==> src/rtl/ibr_pkg.sv <==
package ibr_pkg;
  localparam int unsigned WORD_W = 32;
  localparam logic [2:0] VAR_OPC = 3'b001;
  localparam int unsigned MAX_EXT = 3;

  typedef struct packed {
    logic [1:0] dsp;
    logic [1:0] cst;
  } ext_cnt_t;

  // Size fields of one word, with the total number of extensions capped.
  function automatic ext_cnt_t size_fields(input logic [WORD_W-1:0] w);
    ext_cnt_t e;
    if (w[31:29] == VAR_OPC) begin
      e.dsp = {w[15], w[14]};
      e.cst = {w[13], w[11]};
      if ({1'b0, e.dsp} + {1'b0, e.cst} > 3'(MAX_EXT))
        e.cst = 2'(MAX_EXT) - e.dsp;
    end else begin
      e = '0;
    end
    return e;
  endfunction
endpackage

==> src/rtl/ibr_word_len.sv <==
module ibr_word_len
  import ibr_pkg::*;
#(
  parameter int NW  = 4,
  parameter int POS = 0
) (
  input  logic [WORD_W-1:0] word,
  output logic [NW:0]       next_oh,
  output logic [NW-1:0]     disp_m,
  output logic [NW-1:0]     cnst_m,
  output logic [1:0]        spill
);
  ext_cnt_t ec;
  int       last_d;
  int       last_c;

  always_comb begin
    ec     = size_fields(word);
    last_d = POS + int'(ec.dsp);
    last_c = last_d + int'(ec.cst);
    for (int k = 0; k < NW; k++) begin
      disp_m[k] = (k > POS) && (k <= last_d);
      cnst_m[k] = (k > last_d) && (k <= last_c);
    end
    for (int k = 0; k <= NW; k++)
      next_oh[k] = (k == NW) ? (last_c + 1 >= NW) : (last_c + 1 == k);
    spill = (last_c + 1 > NW) ? 2'(last_c + 1 - NW) : 2'd0;
  end
endmodule

==> src/rtl/ibr_chain.sv <==
module ibr_chain #(
  parameter int NW    = 4,
  parameter int OFF_W = $clog2(NW)
) (
  input  logic [NW-1:0][NW:0] nxt,
  input  logic [OFF_W-1:0]    offset,
  output logic [NW-1:0]       starts
);
  localparam int LV = $clog2(NW);

  // Level l: reach covers 0..2^l-1 hops; jump table covers 2^l hops.
  always_comb begin
    logic [NW:0][NW:0] jm;
    logic [NW:0][NW:0] jn;
    logic [NW:0]       rc;
    logic [NW:0]       rn;
    for (int i = 0; i < NW; i++) jm[i] = nxt[i];
    jm[NW]     = '0;
    jm[NW][NW] = 1'b1;
    for (int i = 0; i <= NW; i++) rc[i] = (i == int'(offset));
    for (int l = 0; l < LV; l++) begin
      rn = rc;
      jn = '0;
      for (int k = 0; k <= NW; k++)
        for (int j = 0; j <= NW; j++) begin
          if (rc[k] && jm[k][j]) rn[j] = 1'b1;
          for (int i = 0; i <= NW; i++)
            if (jm[i][k] && jm[k][j]) jn[i][j] = 1'b1;
        end
      rc = rn;
      jm = jn;
    end
    starts = rc[NW-1:0];
  end
endmodule

==> src/rtl/insn_boundary_resolver.sv <==
module insn_boundary_resolver
  import ibr_pkg::*;
#(
  parameter int NW    = 4,
  parameter int OFF_W = $clog2(NW)
) (
  input  logic                 clk,
  input  logic                 rst_n,
  input  logic                 in_valid,
  output logic                 in_ready,
  input  logic [NW*WORD_W-1:0] in_words,
  input  logic [OFF_W-1:0]     in_offset,
  output logic                 out_valid,
  input  logic                 out_ready,
  output logic [NW-1:0]        out_starts,
  output logic [NW*NW-1:0]     out_disp,
  output logic [NW*NW-1:0]     out_const,
  output logic [1:0]           out_spill
);
  logic [NW-1:0][NW:0]   nxt;
  logic [NW-1:0][NW-1:0] dm;
  logic [NW-1:0][NW-1:0] cm;
  logic [NW-1:0][1:0]    sp;
  logic [NW-1:0]         starts_c;
  logic [NW-1:0]         ends_c;
  logic [NW-1:0]         last_c;
  logic [NW*NW-1:0]      disp_c;
  logic [NW*NW-1:0]      cnst_c;
  logic [1:0]            spill_c;
  logic                  take;

  for (genvar g = 0; g < NW; g++) begin : g_pos
    ibr_word_len #(.NW(NW), .POS(g)) u_len (
      .word    (in_words[g*WORD_W +: WORD_W]),
      .next_oh (nxt[g]),
      .disp_m  (dm[g]),
      .cnst_m  (cm[g]),
      .spill   (sp[g])
    );
    assign ends_c[g] = nxt[g][NW];
  end

  ibr_chain #(.NW(NW), .OFF_W(OFF_W)) u_chain (
    .nxt    (nxt),
    .offset (in_offset),
    .starts (starts_c)
  );

  always_comb begin
    last_c  = starts_c & ends_c;
    spill_c = '0;
    for (int i = 0; i < NW; i++) begin
      disp_c[i*NW +: NW] = starts_c[i] ? dm[i] : '0;
      cnst_c[i*NW +: NW] = starts_c[i] ? cm[i] : '0;
      if (last_c[i]) spill_c = spill_c | sp[i];
    end
  end

  assign in_ready = !out_valid || out_ready;
  assign take     = in_valid && in_ready;

  always_ff @(posedge clk or negedge rst_n) begin
    if (!rst_n) begin
      out_valid  <= 1'b0;
      out_starts <= '0;
      out_disp   <= '0;
      out_const  <= '0;
      out_spill  <= '0;
    end else begin
      if (in_ready) out_valid <= in_valid;
      if (take) begin
        out_starts <= starts_c;
        out_disp   <= disp_c;
        out_const  <= cnst_c;
        out_spill  <= spill_c;
      end
    end
  end

  AST_ACCEPT_SHOWS: assert property (@(posedge clk) disable iff (!rst_n)
    take |=> out_valid);
  AST_STALL_HOLD: assert property (@(posedge clk) disable iff (!rst_n)
    (out_valid && !out_ready) |=> (out_valid && $stable(out_starts) &&
      $stable(out_disp) && $stable(out_const) && $stable(out_spill)));
  AST_ENTRY_START: assert property (@(posedge clk) disable iff (!rst_n)
    in_valid |-> starts_c[in_offset]);
  AST_ONE_LAST: assert property (@(posedge clk) disable iff (!rst_n)
    in_valid |-> ($countones(last_c) == 1));
  AST_EXT_DISJOINT: assert property (@(posedge clk) disable iff (!rst_n)
    in_valid |-> ((disp_c & cnst_c) == '0));
endmodule

==> config.mk <==
export PLATFORM = sky130hd
export DESIGN_NAME = insn_boundary_resolver
export DESIGN_NICKNAME = d
export VERILOG_FILES = /design/src/rtl/ibr_pkg.sv /design/src/rtl/ibr_word_len.sv /design/src/rtl/ibr_chain.sv /design/src/rtl/insn_boundary_resolver.sv
export SDC_FILE = /design/constraint.sdc
export NUM_CORES = 1
export LEC_CHECK = 0
export BUFFER_PORTS_ARGS = -buffer_cell sky130_fd_sc_hd__buf_2
export CORE_ASPECT_RATIO = 1.1
export CORE_MARGIN = 2
export CORE_UTILIZATION = 40
export CTS_BUF_LIST = sky130_fd_sc_hd__clkbuf_2
export CTS_CLUSTER_SIZE = 40
export DETAILED_ROUTE_END_ITERATION = 8
export HOLD_SLACK_MARGIN = 0.06
export PLACE_DENSITY = 0.72
export SLEW_MARGIN = 10
export SYNTH_ARGS = -nofsm -noshare
export SYNTH_HDL_FRONTEND = slang
export SYNTH_SLANG_ARGS = --single-unit
==> constraint.sdc <==
create_clock -name clk -period 3.1 [get_ports clk]
set_clock_uncertainty 0.15 [all_clocks]
set_input_delay 0.155 -clock clk [delete_from_list [all_inputs] [get_ports clk]]
set_output_delay 0.155 -clock clk [all_outputs]
set_load 0.01 [all_outputs]
### Yosys cells after proc, flatten, opt, wreduce, memory -nomap -nowiden

Cells that the tools add are included.

* add/subtract/negate cells: 23
* multipliers: 0
* divide/modulo/power cells: 0
* order comparisons: 50
* eq/ne operators: 19
* shifts and indexed selects: 0
* mux-type cells: 119
* bitwise operators: 4
* reductions and logical operators: 110

Operators with widths (number)
* 3-bit by 32-bit <= comparator with 1-bit output (first input constant): 11
* 32-bit by 3-bit == test with 1-bit output (second input constant): 8
* 3-bit by 32-bit greater-than comparator with 1-bit output (first input constant): 6
* 32-bit by 2-bit == test with 1-bit output (second input constant): 4
* 32-bit by 4-bit >= comparator with 1-bit output (second input constant): 4
* 32-bit by 4-bit greater-than comparator with 1-bit output (second input constant): 4
* 1-bit by 32-bit <= comparator with 1-bit output (first input constant): 4
* 2-bit by 32-bit <= comparator with 1-bit output (first input constant): 4
* 32-bit zero test: 4
* 1-bit logical AND: 103
* 32-bit by 2-bit adder with 32-bit output (second input constant): 3
* 32-bit by 3-bit adder with 32-bit output: 3
* 1-bit by 32-bit greater-than comparator with 1-bit output (first input constant): 3
* 2-bit by 32-bit greater-than comparator with 1-bit output (first input constant): 3
* 1-bit two-way mux: 96
* 4-bit two-way mux: 11
* 2-bit two-way mux: 12
* 2-bit by 2-bit adder with 3-bit output: 5
* 3-bit by 1-bit == test with 1-bit output (second input constant): 4
* 3-bit by 2-bit greater-than comparator with 1-bit output (second input constant): 4
* 2-bit by 1-bit subtractor with 2-bit output (second input constant): 4
* 2-bit subtractor (first input constant): 4
* 2-bit by 2-bit adder with 3-bit output (first input constant): 2
* 2-bit OR: 3
* 12 further kinds: 16

* bits in registers: 35
* latch bits: 0
* memory bits (writable): 0
* bits in read-only memories: 0
* bits of input ports: 134
* output and inout bits: 40
* word-level logic and storage cells: 330
* memories kept: 0

### Logic depth before layout (Yosys ltp)

Gate-level depths: netlist (run 1).

* depth in word-level cells: 25
* mapped depth: 19
* depth with buffers taken out: 18

### By module

From an unflattened synthesis (run 1), not the netlist that was laid out.

* cell total of the unflattened synthesis: 390
* area total of the unflattened synthesis: 3819.9 sq um

By module, submodules not included
* insn_boundary_resolver: instances 1, cells each 138, area an instance 1754.2 sq um
* ibr_word_len at g_pos[2].u_len: instances 1, cells each 56, area an instance 503.0 sq um
* ibr_word_len at g_pos[3].u_len: instances 1, cells each 63, area an instance 467.9 sq um
* ibr_chain: instances 1, cells each 50, area an instance 445.4 sq um
* ibr_word_len at g_pos[1].u_len: instances 1, cells each 50, area an instance 396.6 sq um
* ibr_word_len at g_pos[0].u_len: instances 1, cells each 33, area an instance 252.7 sq um

### Worst setup path before layout (run 1)

OpenSTA, ideal clock, no wires.

* path kind: input port to flip-flop
* from: input in_words[126]
* to: register out_spill[1]
* library setup time: 139 ps
* arrival time: 3797 ps
* required time: 2811 ps
* path slack: -986 ps
* stages: 14
* buffers on the path: 0
* path through: nor3b_1 nand2_1 ha_1 inv_1 fa_1 ha_1 xor2_1 mux2_4 and3_1 o2111ai_1 a21oi_1 nor4_2 or3b_1 a41oi_2

* word-level cells in the longest chain between the ends: 21
* elaborated cells on any way between the ends: 113
* classes of those cells: add/sub (4); order compare (2); eq/ne (4); mux (54); bitwise (4); reduce/logical (45)

RTL lines
* from (decl): RTL line insn_boundary_resolver.sv:11 `input logic [NW*WORD_W-1:0] in_words,`
* 3-bit by 1-bit == test with 1-bit output (*): RTL line ibr_pkg.sv:14 `if (w[31:29] == VAR_OPC) begin`
* 4-bit two-way mux (*): RTL line ibr_pkg.sv:14
* 2-bit by 2-bit adder with 3-bit output: RTL line ibr_word_len.sv:19 `last_d = POS + int'(ec.dsp);`
* 32-bit by 3-bit adder with 32-bit output (*): RTL line ibr_word_len.sv:20 `last_c = last_d + int'(ec.cst);`
* 32-bit by 2-bit adder with 32-bit output (*)
* 32-bit zero test: RTL line ibr_word_len.sv:26 `next_oh[k] = (k == NW) ? (last_c + 1 >= NW) : (last_c + 1 == k);`
* 1-bit logical AND (on tied branches): RTL line ibr_chain.sv:26, ibr_chain.sv:28
* 1-bit two-way mux (on tied branches): RTL line ibr_chain.sv:26, ibr_chain.sv:28
* (+5 left out)
* 4-bit AND: RTL line insn_boundary_resolver.sv:50 `last_c = starts_c & ends_c;`
* 2-bit two-way mux: RTL line insn_boundary_resolver.sv:55 `if (last_c[i]) spill_c = spill_c | sp[i];`
* 2-bit OR: RTL line insn_boundary_resolver.sv:55
* 2-bit two-way mux: RTL line insn_boundary_resolver.sv:55
* 2-bit OR: RTL line insn_boundary_resolver.sv:55
* 2-bit two-way mux: RTL line insn_boundary_resolver.sv:55
* 2-bit OR: RTL line insn_boundary_resolver.sv:55
* 2-bit two-way mux (*): RTL line insn_boundary_resolver.sv:55
* to (signal assigned): RTL line insn_boundary_resolver.sv:75 `out_spill <= spill_c;`
* to (decl): RTL line insn_boundary_resolver.sv:18 `output logic [1:0] out_spill`

Every way passes the cells marked *; elsewhere a longest branch is shown, timed or not.
A chain may end at the register's enable or synchronous reset.

### Final worst setup path (run 1)

* from: input in_words[79]
* to: register out_const[13]

* word-level cells in the longest chain between the ends: 16
* elaborated cells on any way between the ends: 50
* classes of those cells: add/sub (5); order compare (1); eq/ne (3); mux (25); reduce/logical (16)

RTL lines
* 2-bit by 2-bit adder with 3-bit output: RTL line ibr_pkg.sv:17 `if ({1'b0, e.dsp} + {1'b0, e.cst} > 3'(MAX_EXT))`
* 3-bit by 2-bit greater-than comparator with 1-bit output: RTL line ibr_pkg.sv:17
* 2-bit two-way mux: RTL line ibr_pkg.sv:17
* 4-bit two-way mux (*): RTL line ibr_pkg.sv:14
* 32-bit by 3-bit adder with 32-bit output (*): RTL line ibr_word_len.sv:20
* 32-bit by 2-bit adder with 32-bit output (*)
* 32-bit by 3-bit == test with 1-bit output or 32-bit zero test (tied branches): RTL line ibr_word_len.sv:26
* 1-bit logical AND (on tied branches): RTL line ibr_chain.sv:28, ibr_chain.sv:26
* 1-bit two-way mux (on tied branches) (2 in a row): RTL line ibr_chain.sv:28, ibr_chain.sv:26
* 1-bit logical AND or 1-bit two-way mux (tied branches): RTL line ibr_chain.sv:26, ibr_chain.sv:28
* 1-bit two-way mux (on tied branches): RTL line ibr_chain.sv:26, ibr_chain.sv:28
* 1-bit two-way mux or 1-bit logical AND (tied branches): RTL line ibr_chain.sv:26 `if (rc[k] && jm[k][j]) rn[j] = 1'b1;`
* 1-bit two-way mux: RTL line ibr_chain.sv:26
* 1-bit two-way mux (*): RTL line ibr_chain.sv:26
* 4-bit two-way mux (*): RTL line insn_boundary_resolver.sv:54 `cnst_c[i*NW +: NW] = starts_c[i] ? cm[i] : '0;`
* to (signal assigned): RTL line insn_boundary_resolver.sv:74 `out_const <= cnst_c;`
* to (decl): RTL line insn_boundary_resolver.sv:17 `output logic [NW*NW-1:0] out_const,`

Marks and branches as above.

==> results_dict.tcl, run 1 <==
set metrics [dict create \
    ys_ff_latch 26 \
    final_cell_mix "105 x buf_4, 56 x buf_2, 39 x nand2_1" \
    clk_pin_slew_ns 0.25 \
    p_leak_uw 0.00231 \
    final_nets 716 \
    hold_violations 0 \
    tns_ns -6.84 \
    grtUsageMet3_pct 1.70 \
    worstPathArrival_ns 3.64 \
    crit_chain "buf_12 -> inv_12 -> ha_4 -> inv_2 -> o21ai_2 -> o211a_1 -> ha_4 -> inv_2 -> fa_2 -> inv_2 -> ha_4 -> inv_4 -> nor3_2 -> mux4_2 -> buf_6 -> nand4_1 -> o211ai_1 -> a211oi_2 -> buf_4 -> nor2_4 -> a22o_1" \
    grt_pass1_vias 3325 \
    grt_util_met2_pct 42.6 \
    violations "negative setup slack" \
    via_per_inst 5.27 \
    yosys_warnings 0 \
    p_per_area_nw_per_um2 253 \
    portBuffers 60 \
    ios 174 \
    cts_sinks 26 \
    fmax_mhz 286 \
    yosysUniqueCellTypes 68 \
    layout_commonest_cell "buf_4" \
    cp_data_required_time_ns 3.25 \
    die_y_um 96.4 \
    area_growth_pct 54.7 \
    grt_antenna_before_repair 0 \
    cts-root-buf "clkbuf_2" \
    clock_latency_ns 0.37 \
    syn_avg_cell_area_um2 8.45 \
    r2r_start "out_valid" \
    start_util_pct 41.5 \
    cap_violations 0 \
    path_delay_family "adder cells" \
    setup_viol 21 \
    grt_pass1_wl_um 15000 \
    hpwl_um 7690 \
    htree_num_levels 1 \
    synth_edf_count 0 \
    first_iter_violations 185 \
    synthArstFlopShare_pct 100 \
    peakVddDrop_mv 0.138 \
    period_needed_ns 3.49 \
    critPathLaunch "in_words[79]" \
    wl_per_cell_um 15.4 \
    place.gp.congestion 0.984 \
    vias 3368 \
    synth_area_um2 3100 \
    drc 0 \
    slew_headroom_pct 34.0 \
    synthCells 367 \
    met1_usage_pct 25.2 \
    fin_ws_ns -0.392 \
    cp-start-kind "input port" \
    grt_use_total_pct 22.5 \
    dr.pass1.iters 4 \
    wl_um 9830 \
    row_count 33 \
    cp_num_buf_inv 8 \
    crit_type "in2reg" \
    synth_flop_cell "dfrtp_1" \
    rsz0062_at_grt "yes" \
    synth-seq-area-share_pct 21.0 \
    clk_path_buf_depth 2 \
    slowest_stage "fa_2" \
    n_antenna_cell 0 \
    critPathCaptureType "flip-flop" \
    design_area_um2 4800 \
    fin_util_pct 64.2 \
    ant_nets 0 \
    slowest_delay_ns 0.57 \
    cts_made_buffers 3 \
    drive_gt1_share_pct 47.4 \
    crit_path_max_fanout 6 \
    gr-total-overflow 0 \
    tightest_slew_ns 0.987 \
    grt_max_degree 34 \
    die_area_um2 8480 \
    grt-busiest-layer "met2" \
    die_w_um 88.0 \
    hold_class "in2reg" \
    min_from "in_words[15]" \
    place_area_um2 4380 \
    fin_crit_sh_pct 113 \
    status "finished, violations left" \
    fp.coreArea_um2 7470 \
    cts_tree "built" \
    slew_violations 0 \
]
==> per-stage QoR <==
stage	instances	total power [uW]	setup slack [ns]	hold WS, ns
final	639	1210	-0.392	0.0812
after global routing	639	1280	-0.539	0.0899
after CTS	634	1170	-0.353	0.0897
after detailed placement	620	923	-0.987	0.0378
after global placement	620	911	-0.937	0.0258
after floorplan	379	699	-0.657	-0.291
==> cell usage after synthesis (5+ instances only) <==
master    count  area (um2)
a21boi_0      5        37.5
o21ai_0      21         105
and2_1       15        93.8
clkbuf_1      6        22.5
nand2_1      40         150
buf_4        13        97.6
a21oi_1      14        70.1
nor3b_1       5        37.5
ha_1         43         538
inv_1        30         113
o31ai_1      10        75.1
o211ai_1      5        37.5
nand3_1       6        30.0
nor2_1       16        60.1
dfrtp_1      26         651
nor3_1        9        45.0
==> routing by layer <==
layer,share of wire (%),vias to the layer above
met5,0,-
met4,3.7,0
met3,4.3,30
met2,51,126
met1,41,1570
li1,-,1642
==> area by class of cell <==
| type | instances | area [um2] |
|---|---|---|
| inverter | 31 | 136 |
| clock buffer | 3 | 15.0 |
| multi-input combinational | 301 | 2640 |
| timing repair buffer | 172 | 1190 |
| fill | 588 | 2670 |
| sequential | 26 | 651 |
| tap | 105 | 131 |
| clock inverter | 1 | 30.0 |
==> what timing repair did <==
action | CTS | global route
resized for setup | 38 | 22
cloned | 0 | 0
hold endpoints to repair | 30 | 0
buffers inserted | 5 | 6
pin swaps | 19 | 21
hold buffers | 5 | 0
endpoints found under the setup margin | 21 | 21
==> report_power, final <==
group	internal [uW]	switching, uW	total (uW)
sequential	366	15.8	382
clock	111	107	218
combinational	298	317	615
total	776	439	1210
==> state kept, by name (all words and copies together), names as in the netlist <==
| name | cells |
|---|---|
| out_starts | 4 |
| out_valid | 1 |
| out_disp | 6 |
| out_spill | 2 |
| out_const | 13 |
==> worst min-delay path: stages <==
cell,delay [ns]
buf_6,0.08
nand2_1,0.05
inv_1,0.09
buf_4,0.14
o41ai_2,0.08
==> final timing paths <==
| kind | end | slack, ns | cells after the start |
|---|---|---|---|
| setup / recovery | out_const[13] | -0.39 | 21 |
| hold / removal | out_const[2] | 0.08 | 5 |
| setup reg to reg | out_const[2] | 1.19 | 3 |
| hold reg to reg | out_const[4] | 0.36 | 1 |
| max in group asynchronous | out_const[4] | 2.32 | 2 |
| min in group asynchronous | out_const[2] | 0.12 | 2 |
==> cells by family after synthesis <==
kind of cell	share of synthesized area, %
compound gates	25.2
xor+xnor	1.37
fa+ha+maj	19.9
buf+inv	8.02
flops	21.0
mux	2.62
other cells	0.121
simple gates	21.8
(Power assumes the default switching activity.)
==> run 2: changes to the inputs <==
Clock period 3.1 ns to 4.4 ns, I/O delays scaled along.
==> results_dict.tcl, run 2 (same netlist as run 1, synthesis figures left out) <==
set metrics [dict create \
    peakVddDrop_mv 0.102 \
    tns_ns 0 \
    p_sw_uw 267 \
    cp-start-kind "input port" \
    cts_sinks 26 \
    period_needed_ns 4.27 \
    final_cell_mix "60 x buf_2, 41 x ha_1, 40 x nand2_1" \
    n_antenna_cell 0 \
    slowest_stage "dlygate4sd3_1" \
    via_per_inst 5.44 \
    ant_nets 0 \
    total_power_uw 742 \
    grt_pass1_wl_um 12700 \
    fin_util_pct 51.7 \
    crit_top_cell "inv_1" \
    critPathCaptureType "flip-flop" \
    crit_path_max_fanout 7 \
    clock_latency_ns 0.37 \
    hpwl_um 6430 \
    status "completed" \
    clkPwrFrac_pct 20.5 \
    first_iter_violations 200 \
    wl_um 8060 \
    htree_num_levels 1 \
    ios 174 \
    dr.pass1.iters 5 \
    design_area_um2 3870 \
    die_y_um 96.4 \
    top_regs "out_const (13), out_disp (6), out_starts (4)" \
    drive_gt1_share_pct 28.4 \
    slew_headroom_pct 37.6 \
    cts_made_buffers 3 \
    p_per_area_nw_per_um2 192 \
    fmax_mhz 234 \
    slew_violations 0 \
    worstPathArrival_ns 4.38 \
    gr-total-overflow 0 \
    place_area_um2 3690 \
    row_count 33 \
    grt_max_degree 34 \
    clk_path_buf_depth 2 \
    largest_reg_flops 13 \
    grt_pass1_vias 2832 \
    fp.coreArea_um2 7470 \
    p_comb_share_pct 43.4 \
    setup_viol 0 \
    clk_pin_slew_ns 0.24 \
    hold_violations 0 \
    place.gp.congestion 0.864 \
    layout_commonest_cell "buf_2" \
    tightest_slew_ns 0.934 \
    cts_tree "built" \
    grt_use_total_pct 18.6 \
    fin_crit_sh_pct 97.0 \
    switching_share_pct 36.0 \
    hold_ws_ns 0.103 \
    p_leak_uw 0.00188 \
    drc 0 \
    start_util_pct 41.5 \
    grt_antenna_before_repair 0 \
    die_w_um 88.0 \
    slowest_delay_ns 0.52 \
    cap_violations 0 \
    hold_class "in2reg" \
    seq_power_share_pct 36.1 \
    regMostFlops "out_const" \
    cts-root-buf "clkbuf_2" \
    rsz0062_at_grt "no" \
    die_area_um2 8480 \
    crit_type "in2reg" \
    final_nets 644 \
    portBuffers 60 \
    cp_data_required_time_ns 4.51 \
    cellInternalPower_uw 475 \
    vias 3086 \
    crit_chain "dlygate4sd3_1 -> buf_2 -> inv_1 -> ha_1 -> inv_1 -> o21ai_1 -> o211a_1 -> ha_1 -> fa_1 -> ha_2 -> inv_1 -> ha_4 -> a31oi_2 -> buf_4 -> and2_2 -> a22o_1 -> a31o_2 -> o211ai_1 -> o311ai_2 -> o211ai_1 -> a41oi_2" \
    wl_per_cell_um 14.2 \
    area_growth_pct 24.6 \
]
-- run 2: cell count changes in the layout (fill, tap and decap cells not counted), moves of 6 or more --
| cell | change |
|---|---|
| buf_4 | -71 |
| ha_1 | +8 |
| ha_4 | -6 |
| inv_1 | +7 |
| o21ai_0 | +7 |
-- run 2: cell type report --
class	instances	area, um2
repair buffers	100	616
clock inverters	1	30.0
multi-input cells	301	2310
inverters	31	119
flip-flops and latches	26	651
fillers	699	3610
well taps	105	131
clock buffers	3	15.0
-- run 2: final timing paths --
kind | cells past startpoint | endpoint | start | slack, ns
max | 21 | out_spill[1] | in_words[15] | 0.13
max reg2reg | 3 | out_const[2] | out_valid | 2.49
min reg2reg | 2 | out_disp[7] | out_disp[7] | 0.36
min | 4 | out_disp[7] | in_words[47] | 0.10
min in group asynchronous | 2 | out_starts[0] | rst_n | 0.18
max in group asynchronous | 2 | out_spill[1] | rst_n | 3.56
-- run 2: routing by layer --
metal	up-vias	share of wire [%]	track usage, %
met5	-	0	0
met3	11	5.2	1.44
li1	1509	-	-
met1	1450	44	23.5
met2	116	49	34.2
met4	0	1.4	4.49
-- run 2: repair_timing --
action	in CTS	in global routing
hold buffers	6	0
setup buffers	0	2
setup endpoints to repair	0	14
endpoints found under the hold margin	30	0
resized for setup	0	12
-- run 2: power by group through the flow --
stage	sequential [uW]	combinational (uW)	clock [uW]
after floorplan	281	187	0
after global placement	272	300	0
after detailed placement	272	306	0
after CTS	268	312	151
after global routing	270	357	161
final	268	322	152
-- run 2: critical path: cells and delay by family --
family,cells,cell delay [ns]
and+or+nand+nor,1,0.23
AOI/OAI and AO/OA,9,1.46
buffers and inverters,6,1.02
adders and majority gates,5,1.46
-- run 2: through the flow --
stage               worst slack, ns  cells
detailed placement          0.00490    555
floorplan                     0.249    379
global route                 0.0111    567
global placement             0.0952    555
finish                        0.131    567
CTS                          0.0877    565
